[src/rtl/agu_pkg.sv]
package agu_pkg;
  localparam int MODE_W = 4;

  typedef enum logic [2:0] {K_IMM, K_ZP, K_ABS, K_INDX, K_INDY, K_ILL} kind_e;
  typedef enum logic [1:0] {IX_NONE, IX_X, IX_Y} idx_e;

  typedef struct packed {
    kind_e kind;
    idx_e  idx;
  } mode_dec_t;

  typedef enum logic [2:0] {
    S_IDLE, S_OP, S_HI, S_WAIT, S_PLO, S_PHI, S_CAP, S_DONE
  } st_e;
endpackage

[src/rtl/agu_decode.sv]
module agu_decode
  import agu_pkg::*;
(
  input  logic [MODE_W-1:0] mode_i,
  output mode_dec_t         dec_o
);
  always_comb begin
    unique case (mode_i)
      4'd0:    dec_o = '{kind: K_IMM,  idx: IX_NONE};
      4'd1:    dec_o = '{kind: K_ZP,   idx: IX_NONE};
      4'd2:    dec_o = '{kind: K_ZP,   idx: IX_X};
      4'd3:    dec_o = '{kind: K_ZP,   idx: IX_Y};
      4'd4:    dec_o = '{kind: K_ABS,  idx: IX_NONE};
      4'd5:    dec_o = '{kind: K_ABS,  idx: IX_X};
      4'd6:    dec_o = '{kind: K_ABS,  idx: IX_Y};
      4'd7:    dec_o = '{kind: K_INDX, idx: IX_X};
      4'd8:    dec_o = '{kind: K_INDY, idx: IX_Y};
      default: dec_o = '{kind: K_ILL,  idx: IX_NONE};
    endcase
  end
endmodule

[src/rtl/agu_fsm.sv]
module agu_fsm
  import agu_pkg::*;
(
  input  logic  clk_i,
  input  logic  rst_ni,
  input  logic  start_i,
  input  kind_e kind_i,
  output logic  load_o,
  output kind_e kind_o,
  output st_e   state_o,
  output logic  busy_o,
  output logic  done_o,
  output logic  err_o
);
  st_e   state_q, state_d;
  kind_e kind_q;

  assign load_o = (state_q == S_IDLE) && start_i;

  always_comb begin
    state_d = state_q;
    unique case (state_q)
      S_IDLE: if (start_i)
                state_d = (kind_i == K_IMM || kind_i == K_ILL) ? S_DONE : S_OP;
      S_OP:   state_d = (kind_q == K_ABS) ? S_HI : S_WAIT;
      S_HI:   state_d = S_CAP;
      S_WAIT: state_d = (kind_q == K_ZP) ? S_DONE : S_PLO;
      S_PLO:  state_d = S_PHI;
      S_PHI:  state_d = S_CAP;
      S_CAP:  state_d = S_DONE;
      S_DONE: state_d = S_IDLE;
      default: state_d = S_IDLE;
    endcase
  end

  always_ff @(posedge clk_i or negedge rst_ni) begin
    if (!rst_ni) begin
      state_q <= S_IDLE;
      kind_q  <= K_IMM;
    end else begin
      state_q <= state_d;
      if (load_o) kind_q <= kind_i;
    end
  end

  assign kind_o  = kind_q;
  assign state_o = state_q;
  assign busy_o  = (state_q != S_IDLE);
  assign done_o  = (state_q == S_DONE);
  assign err_o   = done_o && (kind_q == K_ILL);

  a_r10_done_pulse: assert property (@(posedge clk_i) disable iff (!rst_ni)
    done_o |=> !done_o);
  a_r9_err_with_done: assert property (@(posedge clk_i) disable iff (!rst_ni)
    err_o |-> done_o);
  a_r2_imm_next: assert property (@(posedge clk_i) disable iff (!rst_ni)
    (!busy_o && start_i && kind_i == K_IMM) |=> (done_o && !err_o));
  a_r11_kind_held: assert property (@(posedge clk_i) disable iff (!rst_ni)
    (busy_o && start_i) |=> $stable(kind_q));
endmodule

[src/rtl/agu_datapath.sv]
module agu_datapath
  import agu_pkg::*;
#(
  parameter int DATA_W = 8,
  localparam int ADDR_W = 2 * DATA_W
) (
  input  logic              clk_i,
  input  logic              rst_ni,
  input  logic              load_i,
  input  kind_e             load_kind_i,
  input  idx_e              idx_sel_i,
  input  logic [ADDR_W-1:0] pc_i,
  input  logic [DATA_W-1:0] x_i,
  input  logic [DATA_W-1:0] y_i,
  input  kind_e             kind_i,
  input  st_e               state_i,
  input  logic [DATA_W-1:0] mem_data_i,
  output logic              mem_req_o,
  output logic [ADDR_W-1:0] mem_addr_o,
  output logic [ADDR_W-1:0] addr_o
);
  logic [ADDR_W-1:0] pc_q, res_q;
  logic [DATA_W-1:0] idx_q, op_q, lo_q;
  logic [DATA_W-1:0] ptr, zsum, post;
  logic [ADDR_W-1:0] full;

  // pointer stays in page zero
  assign ptr  = (kind_i == K_INDX) ? DATA_W'(op_q + idx_q) : op_q;
  assign zsum = DATA_W'(mem_data_i + idx_q);
  assign post = (kind_i == K_INDX) ? '0 : idx_q;
  assign full = ADDR_W'({mem_data_i, lo_q} + {{DATA_W{1'b0}}, post});

  always_comb begin
    mem_req_o  = 1'b1;
    unique case (state_i)
      S_OP:    mem_addr_o = pc_q;
      S_HI:    mem_addr_o = ADDR_W'(pc_q + ADDR_W'(1));
      S_PLO:   mem_addr_o = {{DATA_W{1'b0}}, ptr};
      S_PHI:   mem_addr_o = {{DATA_W{1'b0}}, DATA_W'(ptr + DATA_W'(1))};
      default: begin
        mem_req_o  = 1'b0;
        mem_addr_o = '0;
      end
    endcase
  end

  always_ff @(posedge clk_i or negedge rst_ni) begin
    if (!rst_ni) begin
      pc_q  <= '0;
      idx_q <= '0;
      op_q  <= '0;
      lo_q  <= '0;
      res_q <= '0;
    end else begin
      if (load_i) begin
        pc_q  <= pc_i;
        idx_q <= (idx_sel_i == IX_X) ? x_i : (idx_sel_i == IX_Y) ? y_i : '0;
        res_q <= (load_kind_i == K_IMM) ? pc_i : '0;
      end
      unique case (state_i)
        S_WAIT: begin
          op_q <= mem_data_i;
          if (kind_i == K_ZP) res_q <= {{DATA_W{1'b0}}, zsum};
        end
        S_HI, S_PHI: lo_q <= mem_data_i;
        S_CAP:       res_q <= full;
        default: ;
      endcase
    end
  end

  assign addr_o = res_q;

  a_r4_zp_page: assert property (@(posedge clk_i) disable iff (!rst_ni)
    (state_i == S_DONE && kind_i == K_ZP) |-> (addr_o[ADDR_W-1:DATA_W] == '0));
  a_r5_hi_follows: assert property (@(posedge clk_i) disable iff (!rst_ni)
    (state_i == S_HI) |-> (mem_addr_o == ADDR_W'($past(mem_addr_o) + ADDR_W'(1))));
  a_r7_ptr_next: assert property (@(posedge clk_i) disable iff (!rst_ni)
    (state_i == S_PHI) |->
      (mem_addr_o[DATA_W-1:0] == DATA_W'($past(mem_addr_o[DATA_W-1:0]) + DATA_W'(1))));
  a_r9_no_read_idle: assert property (@(posedge clk_i) disable iff (!rst_ni)
    (state_i == S_IDLE || state_i == S_DONE) |-> !mem_req_o);
endmodule

[src/rtl/opaddr_gen.sv]
module opaddr_gen
  import agu_pkg::*;
#(
  parameter int DATA_W = 8,
  localparam int ADDR_W = 2 * DATA_W
) (
  input  logic              clk_i,
  input  logic              rst_ni,
  input  logic              start_i,
  input  logic [MODE_W-1:0] mode_i,
  input  logic [ADDR_W-1:0] pc_i,
  input  logic [DATA_W-1:0] x_i,
  input  logic [DATA_W-1:0] y_i,
  output logic              mem_req_o,
  output logic [ADDR_W-1:0] mem_addr_o,
  input  logic [DATA_W-1:0] mem_data_i,
  output logic              busy_o,
  output logic              done_o,
  output logic              err_o,
  output logic [ADDR_W-1:0] addr_o
);
  mode_dec_t dec;
  logic      load;
  kind_e     kind_q;
  st_e       state;

  agu_decode u_dec (.mode_i(mode_i), .dec_o(dec));

  agu_fsm u_fsm (
    .clk_i(clk_i), .rst_ni(rst_ni), .start_i(start_i), .kind_i(dec.kind),
    .load_o(load), .kind_o(kind_q), .state_o(state),
    .busy_o(busy_o), .done_o(done_o), .err_o(err_o)
  );

  agu_datapath #(.DATA_W(DATA_W)) u_dp (
    .clk_i(clk_i), .rst_ni(rst_ni), .load_i(load), .load_kind_i(dec.kind),
    .idx_sel_i(dec.idx), .pc_i(pc_i), .x_i(x_i), .y_i(y_i),
    .kind_i(kind_q), .state_i(state), .mem_data_i(mem_data_i),
    .mem_req_o(mem_req_o), .mem_addr_o(mem_addr_o), .addr_o(addr_o)
  );

  a_r1_quiet_idle: assert property (@(posedge clk_i) disable iff (!rst_ni)
    !busy_o |-> (!done_o && !mem_req_o));
endmodule

[config.mk]
export PLATFORM = sky130hd
export DESIGN_NAME = opaddr_gen
export DESIGN_NICKNAME = d
export VERILOG_FILES = /design/src/rtl/agu_pkg.sv /design/src/rtl/agu_decode.sv /design/src/rtl/agu_fsm.sv /design/src/rtl/agu_datapath.sv /design/src/rtl/opaddr_gen.sv
export SDC_FILE = /design/constraint.sdc
export NUM_CORES = 1
export LEC_CHECK = 0
export ABC_AREA = 1
export BUFFER_PORTS_ARGS = -buffer_cell sky130_fd_sc_hd__buf_2
export CORE_ASPECT_RATIO = 1.4
export CORE_MARGIN = 2
export CORE_UTILIZATION = 40
export CTS_CLUSTER_DIAMETER = 150
export CTS_CLUSTER_SIZE = 8
export DETAILED_ROUTE_END_ITERATION = 10
export PLACE_DENSITY = 0.67
export SYNTH_ARGS = -nofsm -noshare
export SYNTH_HDL_FRONTEND = slang
export SYNTH_SLANG_ARGS = --single-unit
[constraint.sdc]
create_clock -name clk_i -period 3.05 [get_ports clk_i]
set_input_delay 0.305 -clock clk_i [delete_from_list [all_inputs] [get_ports clk_i]]
set_output_delay 0.305 -clock clk_i [all_outputs]
set_load 0.05 [all_outputs]
== Word level (Yosys, flattened, before mapping) ==
Memory sizes are Yosys's and may differ from the RTL's.
Index checks and enable logic that the tools add are counted.

* Flip-flop bits (word level): 62
* Bits in latches: 0
* Memory bits (writable): 0
* Memory bits (read-only): 80
* Memories: 1

* Add/subtract/negate cells: 5
* Multiply operators: 0
* Divide/modulo/power cells: 0
* Order comparisons: 0
* Equal/unequal tests: 15
* Shift operators: 0
* Multiplexer cells: 15
* Bitwise gates (word level): 0
* Reduce and logical (&&, ||, !) cells: 8

{| class="wikitable"
|+ Memory list
! memory !! words !! width !! read ports !! clocked after memory_dff !! wr ports !! line !! source
|-
| (name not given) || 16 || 5 || 1 || 0 || 0 || agu_decode.sv:8 || <nowiki>unique case (mode_i)</nowiki>
|}

{| class="wikitable"
|+ Operator list
! cell !! number
|-
| one-hot mux 16 bit (4 select lines) || 1
|-
| two-way mux 16 bit || 3
|-
| two-way mux 8 bit || 4
|-
| one-hot mux 16 bit (2 select lines) || 1
|-
| one-hot mux 3 bit (7 select lines) || 1
|-
| == test 3 bit (second input constant) || 6
|-
| adder 16 x 1 -> 16 bit (second input constant) || 1
|-
| adder 16 x 8 -> 16 bit || 1
|-
| adder 8 bit || 2
|-
| == test 3 x 2 -> 1 bit (second input constant) || 4
|-
| adder 8 x 1 -> 8 bit (second input constant) || 1
|-
| == test 3 x 1 -> 1 bit (second input constant) || 2
|-
| zero test 3 bit || 2
|-
| two-way mux 3 bit || 2
|-
| OR reduction 4 bit || 1
|-
| nonzero test 3 bit || 1
|-
| == test 2 x 1 -> 1 bit (second input constant) || 1
|-
| == test 2 bit (second input constant) || 1
|-
| logical AND 1 bit || 2
|-
| two-way mux 1 bit || 2
|-
| two-way mux 2 bit || 1
|-
| inequality test 2 bit (second input constant) || 1
|-
| OR reduction 2 bit || 1
|-
| logical OR 1 bit || 1
|}

== Depth between registers and ports, before layout ==
Gate-level depths: netlist (run 1).
An unclocked memory read counts as a cell.

* Word-level depth: 6
* Gate-level depth with buffers: 16
* Gate-level depth less buffers: 15

== Modules after synthesis ==
Synthesis (run 1) repeated with hierarchy kept, for this count alone.

* Cells, all modules: 745
* Area total of the unflattened synthesis: 4901.0 µm²

{| class="wikitable"
|+ Modules (own cells, without submodules)
! module !! times used !! cells an instance !! area an instance (µm²) !! seq. area each (µm²)
|-
| agu_datapath || 1 || 673 || 4433.0 || 1401.3
|-
| agu_fsm || 1 || 52 || 370.4 || 150.1
|-
| agu_decode || 1 || 20 || 97.6 || 0.0
|}

== Worst setup path after synthesis (run 1) ==
No wires, ideal clock.

* Path kind: flip-flop to output port
* Start: register u_fsm.state_q[2], in the netlist u_fsm.state_o[2]
* End: output port err_o
* Arrival: 2.501 ns
* Setup slack: 0.244 ns
* Cell stages (with the launch flop): 5
* Path buffers: 0
* Path through: dfrtp_1 > inv_2 > nor2_1 > nand2_1 > nor3_1

* Longest elaborated chain between the ends: 2

{| class="wikitable"
|+ RTL lines
! element !! line !! source
|-
| from (decl) || agu_fsm.sv:15 || <nowiki>st_e state_q, state_d;</nowiki>
|-
| from (signal assigned) || agu_fsm.sv:41 || <nowiki>state_q <= state_d;</nowiki>
|-
| == test 3 bit || agu_fsm.sv:49 || <nowiki>assign done_o = (state_q == S_DONE);</nowiki>
|-
| via done_o || opaddr_gen.sv:18 || <nowiki>output logic done_o,</nowiki>
|-
| logical AND 1 bit || agu_fsm.sv:50 || <nowiki>assign err_o = done_o && (kind_q == K_ILL);</nowiki>
|-
| to (decl) || opaddr_gen.sv:19 || <nowiki>output logic err_o,</nowiki>
|}

The timed path passes the listed nets, and every way through them passes these cells.

== Final worst setup path (run 1) ==
* Start: register u_dp.idx_q[0]
* End: output port mem_addr_o[6]

* Longest elaborated chain between the ends: 4

{| class="wikitable"
|+ RTL lines
! element !! line !! source
|-
| from (decl) || agu_datapath.sv:23 || <nowiki>logic [DATA_W-1:0] idx_q, op_q, lo_q;</nowiki>
|-
| from (signal assigned) || agu_datapath.sv:57 || <nowiki>idx_q <= (idx_sel_i == IX_X) ? x_i : (idx_sel_i == IX_Y) ? y_i : '0;</nowiki>
|-
| adder 8 bit (*) || agu_datapath.sv:28 || <nowiki>assign ptr = (kind_i == K_INDX) ? DATA_W'(op_q + idx_q) : op_q;</nowiki>
|-
| two-way mux 8 bit (*) || agu_datapath.sv:28 ||
|-
| adder 8 x 1 -> 8 bit || agu_datapath.sv:39 || <nowiki>S_PHI: mem_addr_o = {{DATA_W{1'b0}}, DATA_W'(ptr + DATA_W'(1))};</nowiki>
|-
| one-hot mux 16 bit (4 select lines) (*) || agu_datapath.sv:35 || <nowiki>unique case (state_i)</nowiki>
|-
| to (decl) || opaddr_gen.sv:15 || <nowiki>output logic [ADDR_W-1:0] mem_addr_o,</nowiki>
|}

Mark *: on every way between the ends. The rest lies on a longest branch, timed or not.

==> results of run 1 <==
==> final cells by class <==
cell class                 instances  area share
multi-input combinational        510      0.4863
sequential                        62      0.2722
timing repair buffer              89     0.08277
inverter                         109     0.07223
clock buffer                      11     0.04435
tap                              147     0.03227
clock inverter                     5    0.009879
==> state kept, by name, summed over array words and instances, names as in the netlist <==
register,count
u_dp.addr_o,16
u_dp.pc_q,16
u_dp.idx_q,8
u_fsm.state_o,3
u_fsm.kind_o,3
u_dp.op_q,8
u_dp.lo_q,8
==> cells in the mapped netlist (all sizes together), types with 4 or more instances <==
library cell / count
nand2: 176
inv: 109
o21ai: 82
nor2: 63
dfrtp: 62
a21oi: 59
nand3: 44
ha: 24
buf: 10
nand4: 9
nor3: 9
o221ai: 6
o211ai: 5
a31oi: 4
clkbuf: 4
o22ai: 4
xor2: 4
==> critical path, cell delays in order (launching register included) <==
cell and delay [ps]:
dfrtp_1 400, ha_2 210, fa_1 490, nand4_1 90, nand2_2 110, ha_2 180, inv_1 50, nor2_2 120
nand3_2 110, nor2_2 100, nand2_1 60, nand3_1 70, nand3_1 90, buf_6 180
==> routing by layer <==
layer,vias to the layer above,track usage,wire length (µm)
li1,2476,-,-
met5,-,0,0
met3,32,0.03987,747
met1,2211,0.2673,5874
met4,0,0.1033,588
met2,156,0.3746,6813
==> power groups by stage <==
stage	Sequential, W	Clock [W]	Combinational (W)
CTS	0.00160	0.00107	0.00469
global placement	0.00160	0	0.00461
global route	0.00165	0.00111	0.00527
finish	0.00160	0.00105	0.00474
floorplan	0.00185	0	0.00334
detailed placement	0.00161	0	0.00465
==> stage by stage <==
stage | cell area, µm² | setup TNS, ps
2_1_floorplan | 4806 | 0
3_3_place_gp | 5359 | 0
3_5_place_dp | 5359 | 0
4_1_cts | 5670 | 0
5_1_grt | 5699 | -22.49
6_report | 5699 | 0
==> cell families (layout without fill, tap and decap cells) <==
family,after synthesis,after routing,synth area share
AND/OR/NAND/NOR,306,306,0.2866
multiplexers,2,2,0.004686
buffers and inverters,123,214,0.1036
XOR/XNOR,7,7,0.01276
AO/OA/AOI/OAI,168,168,0.1945
flip-flops,62,62,0.3228
adder cells (fa/ha/maj),27,27,0.07498
==> what timing repair did <==
action,4_1_cts,5_1_grt
setup buffers,0,1
pin swaps,0,5
setup endpoints to repair,1,4
gates resized for setup,1,7
hold endpoints to repair,0,0
==> worst max path at each step <==
stage / cells after the start / startpoint / to / slack [ps]
detailed placement: 12 / u_dp.op_q[0]$_DFFE_PN0P_ / mem_addr_o[6] / 370
floorplan: 4 / u_fsm.state_o[2]$_DFFE_PN0P_ / err_o / 240
CTS: 13 / u_dp.op_q[0]$_DFFE_PN0P_ / mem_addr_o[6] / 30
global route: 14 / u_dp.idx_q[0]$_DFFE_PN0P_ / mem_addr_o[7] / -20
finish: 13 / u_dp.idx_q[0]$_DFFE_PN0P_ / mem_addr_o[6] / 160
global placement: 12 / u_dp.op_q[0]$_DFFE_PN0P_ / mem_addr_o[6] / 400
==> metrics.csv, run 1 <==
stage,metric,value,unit
clock_tree,Clock Tree Root,clkbuf_16,
floorplanning,Die Area,0.01292,mm²
setup_path,reg2reg setup slack,500,ps
clock_tree,clock buffer depth,2,
logic_synthesis,share of the synthesized area in the top cell type,0.3228,
logic_synthesis,"EDFF count, synth",0,
power,Switching Share,0.5415,
setup_path,critical path arrival,2580,ps
detailed_routing,"antenna viol nets, final",0,
clock_tree,Clock Sinks,62,
logic_synthesis,sequential share of the synthesized area,0.3228,
grt,global route overflow,0,
floorplanning,Die Y,133.7,µm
grt,vias in the first global route,4646,
logic_synthesis,Synth area leader,dfrtp_1,
timing,unrepaired setup endpoints after global routing,true,
setup_path,Crit. End Element,primary output,
layout,fill count,1191,
clock_tree,TritonCTS buffer count,9,
power,overall power,0.007395,W
setup_path,Max Fanout on Critical Path,3,
logic_synthesis,post-synth design cell area,0.004806,mm²
grt,initial antenna violation count,0,
timing,Clock Skew,9.161,ps
place,placed cell count,916,
timing,Hold WS,127.6,ps
timing,Final min period,2886,ps
timing,Worst Tran Pin Value,953.2,ps
logic_synthesis,ys flop type,dfrtp_1,
run_status,status,"finished, final reports clean",
clock_tree,CTS tree,built,
logic_synthesis,syn avg cell area,6.915,µm²
setup_path,Critical R2R Launch,u_fsm.kind_o[0]$_DFFE_PN0P_,
floorplanning,Core ar.,0.01176,mm²
place,pre-CTS WS,365.8,ps
layout,"most common cell after layout, fill and taps aside",nand2_1,
timing,Final period util,0.9462,
logic_synthesis,Synth area leaders,"dfrtp_1, nand2_1, inv_1",
detailed_routing,drt first pass iters,5,
detailed_routing,Initial DRC Count,364,
grt,Total Routing Usage GR,0.2193,
detailed_routing,via density per instance,5.225,
power,Power Density,1297,mW/mm²
layout,"Area growth, synth to finish",18.59,%
layout,area of the multi-input gates,0.002771,mm²
floorplanning,Starting Density,0.4086,
logic_synthesis,"Async S/R FF share, synth",1.000,
min_path,Hold Path Class,input port to async pin,
setup_path,Setup Crit Path Kind,flop to primary output,
power,clock power share,0.142,
setup_path,Required @ worst endpoint,2740,ps
timing,Setup WS post-layout,164.2,ps
detailed_routing,# DRC,0,
timing,maximum clock frequency,346.5,MHz
clock_tree,clock-pin slew on the worst setup and hold paths,50,ps
place,gpl congestion,0.9239,
layout,Layout Nets,855,
place,hpwl dp,11250,µm
layout,most frequent cells in the layout,"nand2_1, inv_1, buf_2",
timing,endpoints failing hold,0,
power,Seq pwr share,0.217,
detailed_routing,via count,4875,
place,port bufs,82,
clock_tree,H-tree depth,3,
setup_path,Worst Setup Start Kind,flop,
timing,Max Slew Vio Count,0,
power,maximum vdd drop,408.0,µV
logic_synthesis,Mapped Cells,695,
grt,first-pass GRT wire length,22750,µm
floorplanning,I/O pin count,83,
detailed_routing,per-cell routed wire length,15.03,µm
layout,Post-Layout Cell Count,933,
detailed_routing,drt total wl,14020,µm
layout,FF/Latch Area,0.001551,mm²
layout,layout cells sized above 1,0.1934,
logic_synthesis,Yosys cell types,43,
logic_synthesis,Seq cells post-synth,62,
grt,largest net degree at the start of global routing,44,
layout,Post-Route Utilization,0.4846,
power,Pint,0.003391,W
power,logic gate share of total power,0.641,
logic_synthesis,Synthesis Warnings,0,
layout,Antenna Cells,0,
setup_path,Reg2Reg Capture Point,u_dp.addr_o[10]$_DFF_PN0_,
timing,Slew headroom,0.3645,
run,max cap viols,0,
floorplanning,chip width,96.64,µm
logic_synthesis,Synth Net Count,769,
setup_path,Worst Reg2Reg Path Length in Cells,14,
power,P_leak,2.888,nW
timing,final setup vio count,0,
clock_tree,worst skew pair latency,330,ps
floorplanning,row count,47,
power,switching power,0.004004,W
clock_tree,CTS Hold Bufs,0,
Note: power is estimated with default switching activity, not from simulation.
==> run 2, diff against run 1 <==
- GPL_TIMING_DRIVEN: unset -> 0
- PLACE_DENSITY: 0.67 -> 0.66
==> metrics.csv, run 2 (synthesized netlist as in run 1, its figures left out) <==
stage,metric,value,unit,change
run_status,status,"finished, final reports clean",,
setup_path,Worst path top cell family by delay,adder cells,,
power,maximum vdd drop,496.4,µV,+22%
floorplanning,Core ar.,0.01176,mm²,unchanged
setup_path,"most used cell, CP",ha_4,,
timing,unrepaired setup endpoints after global routing,true,,
timing,Final min period,2934,ps,+48.39 ps
layout,"Area growth, synth to finish",21.32,%,
layout,Post-Layout Cell Count,943,,+1.1%
timing,final setup vio count,0,,unchanged
layout,layout cells sized above 1,0.1997,,+0.006365
clock_tree,Clock Sinks,62,,unchanged
timing,Setup WS post-layout,115.8,ps,-48.39 ps
setup_path,CP max stage cell,fa_1,,
grt,largest net degree at the start of global routing,63,,+43%
detailed_routing,via count,4836,,-0.80%
min_path,Hold Path Class,input port to async pin,,
power,overall power,0.007641,W,+3.3%
grt,global route overflow,0,,unchanged
setup_path,Max Fanout on Critical Path,3,,unchanged
timing,Clock Skew,5.342,ps,-3.819 ps
setup_path,Bufs and invs on worst path,3,,+1
detailed_routing,per-cell routed wire length,15.07,µm,+0.26%
detailed_routing,# DRC,0,,unchanged
floorplanning,chip width,96.64,µm,unchanged
clock_tree,H-tree depth,3,,unchanged
setup_path,Required @ worst endpoint,2740,ps,about the same
setup_path,Setup Crit Path Kind,flop to primary output,,
clock_tree,clock-pin slew on the worst setup and hold paths,50,ps,about the same
floorplanning,Die Area,0.01292,mm²,unchanged
setup_path,critical path arrival,2630,ps,+50 ps
setup_path,Crit. End Element,primary output,,
timing,Worst Tran Pin Value,1144,ps,+191.1 ps
clock_tree,CTS tree,built,,
clock_tree,clock buffer depth,2,,unchanged
place,gpl congestion,0.8982,,-2.8%
detailed_routing,Initial DRC Count,285,,-22%
layout,Antenna Cells,0,,unchanged
grt,Total Routing Usage GR,0.2203,,+0.001030
floorplanning,Starting Density,0.4086,,unchanged
clock_tree,TritonCTS buffer count,9,,unchanged
setup_path,worst path cell trace,ha_4 > fa_1 > nand4_1 > nand2_2 > ha_4 > inv_1 > nor2_2 > nand3_2 > buf_4 > nand3_1 > o2111ai_1 > buf_2,,
grt,first-pass GRT wire length,22490,µm,-1.2%
power,Power Density,1311,mW/mm²,+1.0%
place,port bufs,82,,unchanged
place,pre-CTS WS,290.3,ps,-75.53 ps
floorplanning,Die Y,133.7,µm,unchanged
floorplanning,row count,47,,unchanged
detailed_routing,drt total wl,14210,µm,+1.3%
layout,fill count,1223,,+2.7%
place,placed cell count,924,,+0.87%
detailed_routing,"antenna viol nets, final",0,,unchanged
power,P_leak,2.947,nW,+2.0%
timing,Slew headroom,0.2306,,-0.1339
timing,Max Slew Vio Count,0,,unchanged
layout,area of the multi-input gates,0.002799,mm²,+0.99%
run,max cap viols,0,,unchanged
place,hpwl dp,11420,µm,+1.5%
timing,maximum clock frequency,340.8,MHz,-1.6%
layout,FF/Latch Area,0.001553,mm²,about the same
clock_tree,Clock Tree Root,clkbuf_16,,
floorplanning,I/O pin count,83,,unchanged
layout,"most common cell after layout, fill and taps aside",nand2_1,,
timing,Final period util,0.9620,,+0.01587
layout,most frequent cells in the layout,"nand2_1, inv_1, buf_2",,
clock_tree,worst skew pair latency,340,ps,about the same
grt,vias in the first global route,4536,,-2.4%
grt,initial antenna violation count,0,,unchanged
setup_path,Worst Setup Start Kind,flop,,
layout,fin area,0.005831,mm²,+2.3%
detailed_routing,drt first pass iters,5,,unchanged
place,placed instance area,0.005400,mm²,+0.77%
setup_path,Max stage delay on crit path,490,ps,about the same
detailed_routing,via density per instance,5.128,,-1.9%
layout,Layout Nets,865,,+1.2%
timing,endpoints failing hold,0,,unchanged
-- run 2: cell types whose count changed in the layout (fill, tap and decap cells not counted), moves of 2 or more --
cell / change
buf_2: +5
buf_4: -2
buf_6: +2
bufinv_16: +2
clkbuf_1: +5
clkinv_2: -2
ha_2: -2
ha_4: +2
nand3_1: -2
nand3_2: +2
-- run 2: final timing paths --
path | startpoint | slack (ps) | depth (start not counted) | end
min in group clk_i | pc_i[11] | 190 | 3 | u_dp.pc_q[11]$_DFFE_PN0P_
worst min-delay path | rst_ni | 50 | 1 | u_dp.pc_q[15]$_DFFE_PN0P_
worst min register to register | u_dp.lo_q[0]$_DFFE_PN0P_ | 510 | 1 | u_dp.lo_q[0]$_DFFE_PN0P_
worst max-delay path | u_dp.idx_q[0]$_DFFE_PN0P_ | 120 | 12 | mem_addr_o[4]
max in group asynchronous | rst_ni | 2430 | 1 | u_dp.idx_q[0]$_DFFE_PN0P_
worst max register to register | u_fsm.kind_o[1]$_DFFE_PN0P_ | 400 | 16 | u_dp.addr_o[14]$_DFF_PN0_
-- run 2: area by class of cell --
| cell class | count | area share |
|---|---|---|
| Timing Repair Buffer | 85 | 0.07682 |
| Buffer | 14 | 0.01481 |
| Tap cell | 147 | 0.03155 |
| Sequential cell | 62 | 0.2663 |
| Clock inverter | 5 | 0.01824 |
| Inverter | 109 | 0.07060 |
| Clock buffer | 11 | 0.04163 |
| Multi-Input combinational cell | 510 | 0.4800 |
-- run 2: per-stage QoR --
step           utilization  TNS [ps]  hold slack [ps]
6_report            0.4957         0            45.35
5_1_grt             0.4957    -78.13            133.2
4_1_cts             0.4893         0            185.0
3_5_place_dp        0.4591         0            506.0
3_3_place_gp        0.4591         0            493.3
2_1_floorplan            -         0            9.409
-- run 2: power breakdown --
part           leakage [nW]  total [W]  internal [W]  switching, W
clock network         0.166    0.00120      0.000821      0.000375
logic                  2.04    0.00482       0.00154       0.00328
registers             0.744    0.00163       0.00124      0.000390
total                  2.95    0.00764       0.00359       0.00405
-- run 2: layer usage --
metal  global-route usage  part of all wire  up-vias
met5                    0                 0        -
met4               0.1111             0.037        0
met3              0.02151             0.041       29
met2               0.3843              0.50      117
met1               0.2705              0.42     2197
li1                     -                 -     2493
-- run 2: timing repair --
item,in CTS,in global routing
pin swaps,0,6
setup buffers,0,3
setup endpoints to repair,1,3
hold buffers,0,0
gates resized for setup,2,11
==> run 3, diff against run 2 <==
- PLACE_DENSITY: 0.66 -> unset
==> metrics.csv, run 3 (synthesized netlist as in run 1, its figures left out) <==
stage,metric,value,unit,change
grt,largest net degree at the start of global routing,63,,unchanged
timing,Clock Skew,6.515,ps,+1.173 ps
place,gpl congestion,0.9053,,+0.79%
setup_path,Crit. End Element,primary output,,
detailed_routing,Initial DRC Count,244,,-14%
floorplanning,row count,47,,unchanged
min_path,Hold Path Class,input port to async pin,,
place,hpwl dp,11950,µm,+4.6%
floorplanning,Die Y,133.7,µm,unchanged
timing,Final period util,0.9728,,+0.01075
timing,Final TNS setup,0,ps,unchanged
floorplanning,Starting Density,0.4086,,unchanged
detailed_routing,drt total wl,14670,µm,+3.2%
timing,maximum clock frequency,337.0,MHz,-1.1%
detailed_routing,via density per instance,5.273,,+2.8%
grt,initial antenna violation count,0,,unchanged
floorplanning,Core ar.,0.01176,mm²,unchanged
place,pre-CTS WS,212.3,ps,-77.97 ps
setup_path,Worst Setup Start Kind,flop,,
power,maximum vdd drop,559.8,µV,+13%
setup_path,Max Fanout on Critical Path,3,,unchanged
clock_tree,Clock Sinks,62,,unchanged
layout,Antenna Cells,0,,unchanged
detailed_routing,# DRC,0,,unchanged
timing,Worst Tran Pin Value,1135,ps,-9.127 ps
clock_tree,worst skew pair latency,340,ps,about the same
clock_tree,H-tree depth,3,,unchanged
clock_tree,CTS tree,built,,
setup_path,Worst path top cell family by delay,adder cells,,
setup_path,"most used cell, CP",nand3_1,,
floorplanning,I/O pin count,83,,unchanged
setup_path,CP max stage cell,fa_1,,
power,Power Density,1291,mW/mm²,-1.5%
layout,layout cells sized above 1,0.1929,,-0.006811
setup_path,Bufs and invs on worst path,2,,-1
layout,most frequent cells in the layout,"nand2_1, inv_1, buf_2",,
setup_path,Worst Reg2Reg Path Length in Cells,16,,unchanged
layout,Layout Nets,863,,-0.23%
setup_path,critical path arrival,2660,ps,+30 ps
timing,Slew headroom,0.2368,,+0.006137
layout,"most common cell after layout, fill and taps aside",nand2_1,,
floorplanning,Die Area,0.01292,mm²,unchanged
run,max cap viols,0,,unchanged
grt,Total Routing Usage GR,0.2296,,+0.009227
clock_tree,Clock Tree Root,clkbuf_16,,
clock_tree,clock buffer depth,2,,unchanged
setup_path,Max stage delay on crit path,470,ps,-20 ps
power,P_leak,2.893,nW,-1.8%
grt,global route overflow,0,,unchanged
floorplanning,chip width,96.64,µm,unchanged
detailed_routing,drt first pass iters,5,,unchanged
detailed_routing,per-cell routed wire length,15.60,µm,+3.5%
power,overall power,0.007379,W,-3.4%
grt,first-pass GRT wire length,23310,µm,+3.7%
detailed_routing,"antenna viol nets, final",0,,unchanged
timing,Hold WS,41.32,ps,-4.027 ps
setup_path,worst path cell trace,ha_4 > fa_1 > nand4_1 > nand2_2 > ha_1 > inv_1 > nor2_2 > nand3_2 > nor2_1 > nand2_1 > nand3_1 > nand3_1 > buf_6,,
timing,Final min period,2967,ps,+32.79 ps
setup_path,Required @ worst endpoint,2740,ps,about the same
layout,"Area growth, synth to finish",18.95,%,
setup_path,Critical Path Stages,13,,+1
timing,unrepaired setup endpoints after global routing,false,,
timing,endpoints failing hold,0,,unchanged
timing,Max Slew Vio Count,0,,unchanged
setup_path,Setup Crit Path Kind,flop to primary output,,
clock_tree,clock-pin slew on the worst setup and hold paths,50,ps,about the same
detailed_routing,via count,4957,,+2.5%
timing,final setup vio count,0,,unchanged
grt,vias in the first global route,4700,,+3.6%
place,port bufs,82,,unchanged
timing,Setup WS post-layout,83.06,ps,-32.79 ps
run_status,status,"finished, final reports clean",,
clock_tree,TritonCTS buffer count,9,,unchanged
[run 3: cell types whose count changed in the layout (fill, tap and decap cells not counted), sizes merged]
cell	change
bufinv	-3
buf	-2
clkinv	+1
clkinvlp	+2
clkbuf	-1
[run 3: layer usage]
metal | wire, µm | up-vias | track usage
met2 | 7205 | 154 | 0.3978
met5 | 0 | - | 0
met1 | 5966 | 2269 | 0.2714
li1 | - | 2495 | -
met4 | 718 | 0 | 0.1315
met3 | 776 | 39 | 0.03200
[run 3: final timing paths]
| check | from | endpoint | slack [ps] |
|---|---|---|---|
| worst max-delay path | u_dp.idx_q[0]$_DFFE_PN0P_ | mem_addr_o[6] | 80 |
| worst min-delay path | rst_ni | u_dp.pc_q[13]$_DFFE_PN0P_ | 40 |
| worst max register to register | u_fsm.kind_o[1]$_DFFE_PN0P_ | u_dp.addr_o[10]$_DFF_PN0_ | 430 |
| worst min register to register | u_dp.lo_q[0]$_DFFE_PN0P_ | u_dp.lo_q[0]$_DFFE_PN0P_ | 520 |
| max in group asynchronous | rst_ni | u_dp.idx_q[7]$_DFFE_PN0P_ | 2490 |
| min in group clk_i | pc_i[2] | u_dp.pc_q[2]$_DFFE_PN0P_ | 200 |
[run 3: per-stage QoR]
step,instances,instance area [µm²],util
2_1_floorplan,695,4806,-
3_3_place_gp,924,5400,0.4591
3_5_place_dp,924,5400,0.4591
4_1_cts,940,5694,0.4841
5_1_grt,940,5717,0.4861
6_report,940,5717,0.4861
[run 3: final cells by class]
cell class	instances	area [µm²]
Timing Repair Buffer	83	431.7
Clock inverter	5	36.28
Sequential cell	62	1551
Inverter	109	411.6
Fill cell	1252	6045
Multi-Input combinational cell	510	2776
Clock buffer	10	239.0
Buffer	14	86.33
Tap cell	147	183.9
[run 3: where the power goes]
group          internal [W]  switching (W)  total (W)
registers           0.00123       0.000388    0.00162
clock network      0.000566       0.000383   0.000949
logic               0.00151        0.00329    0.00481
total               0.00331        0.00407    0.00738
[run 3: what timing repair did]
action	in CTS	in global routing
gates resized for setup	4	5
setup endpoints to repair	2	3
buffers inserted	1	0
pin swaps	1	2
hold buffers	0	0
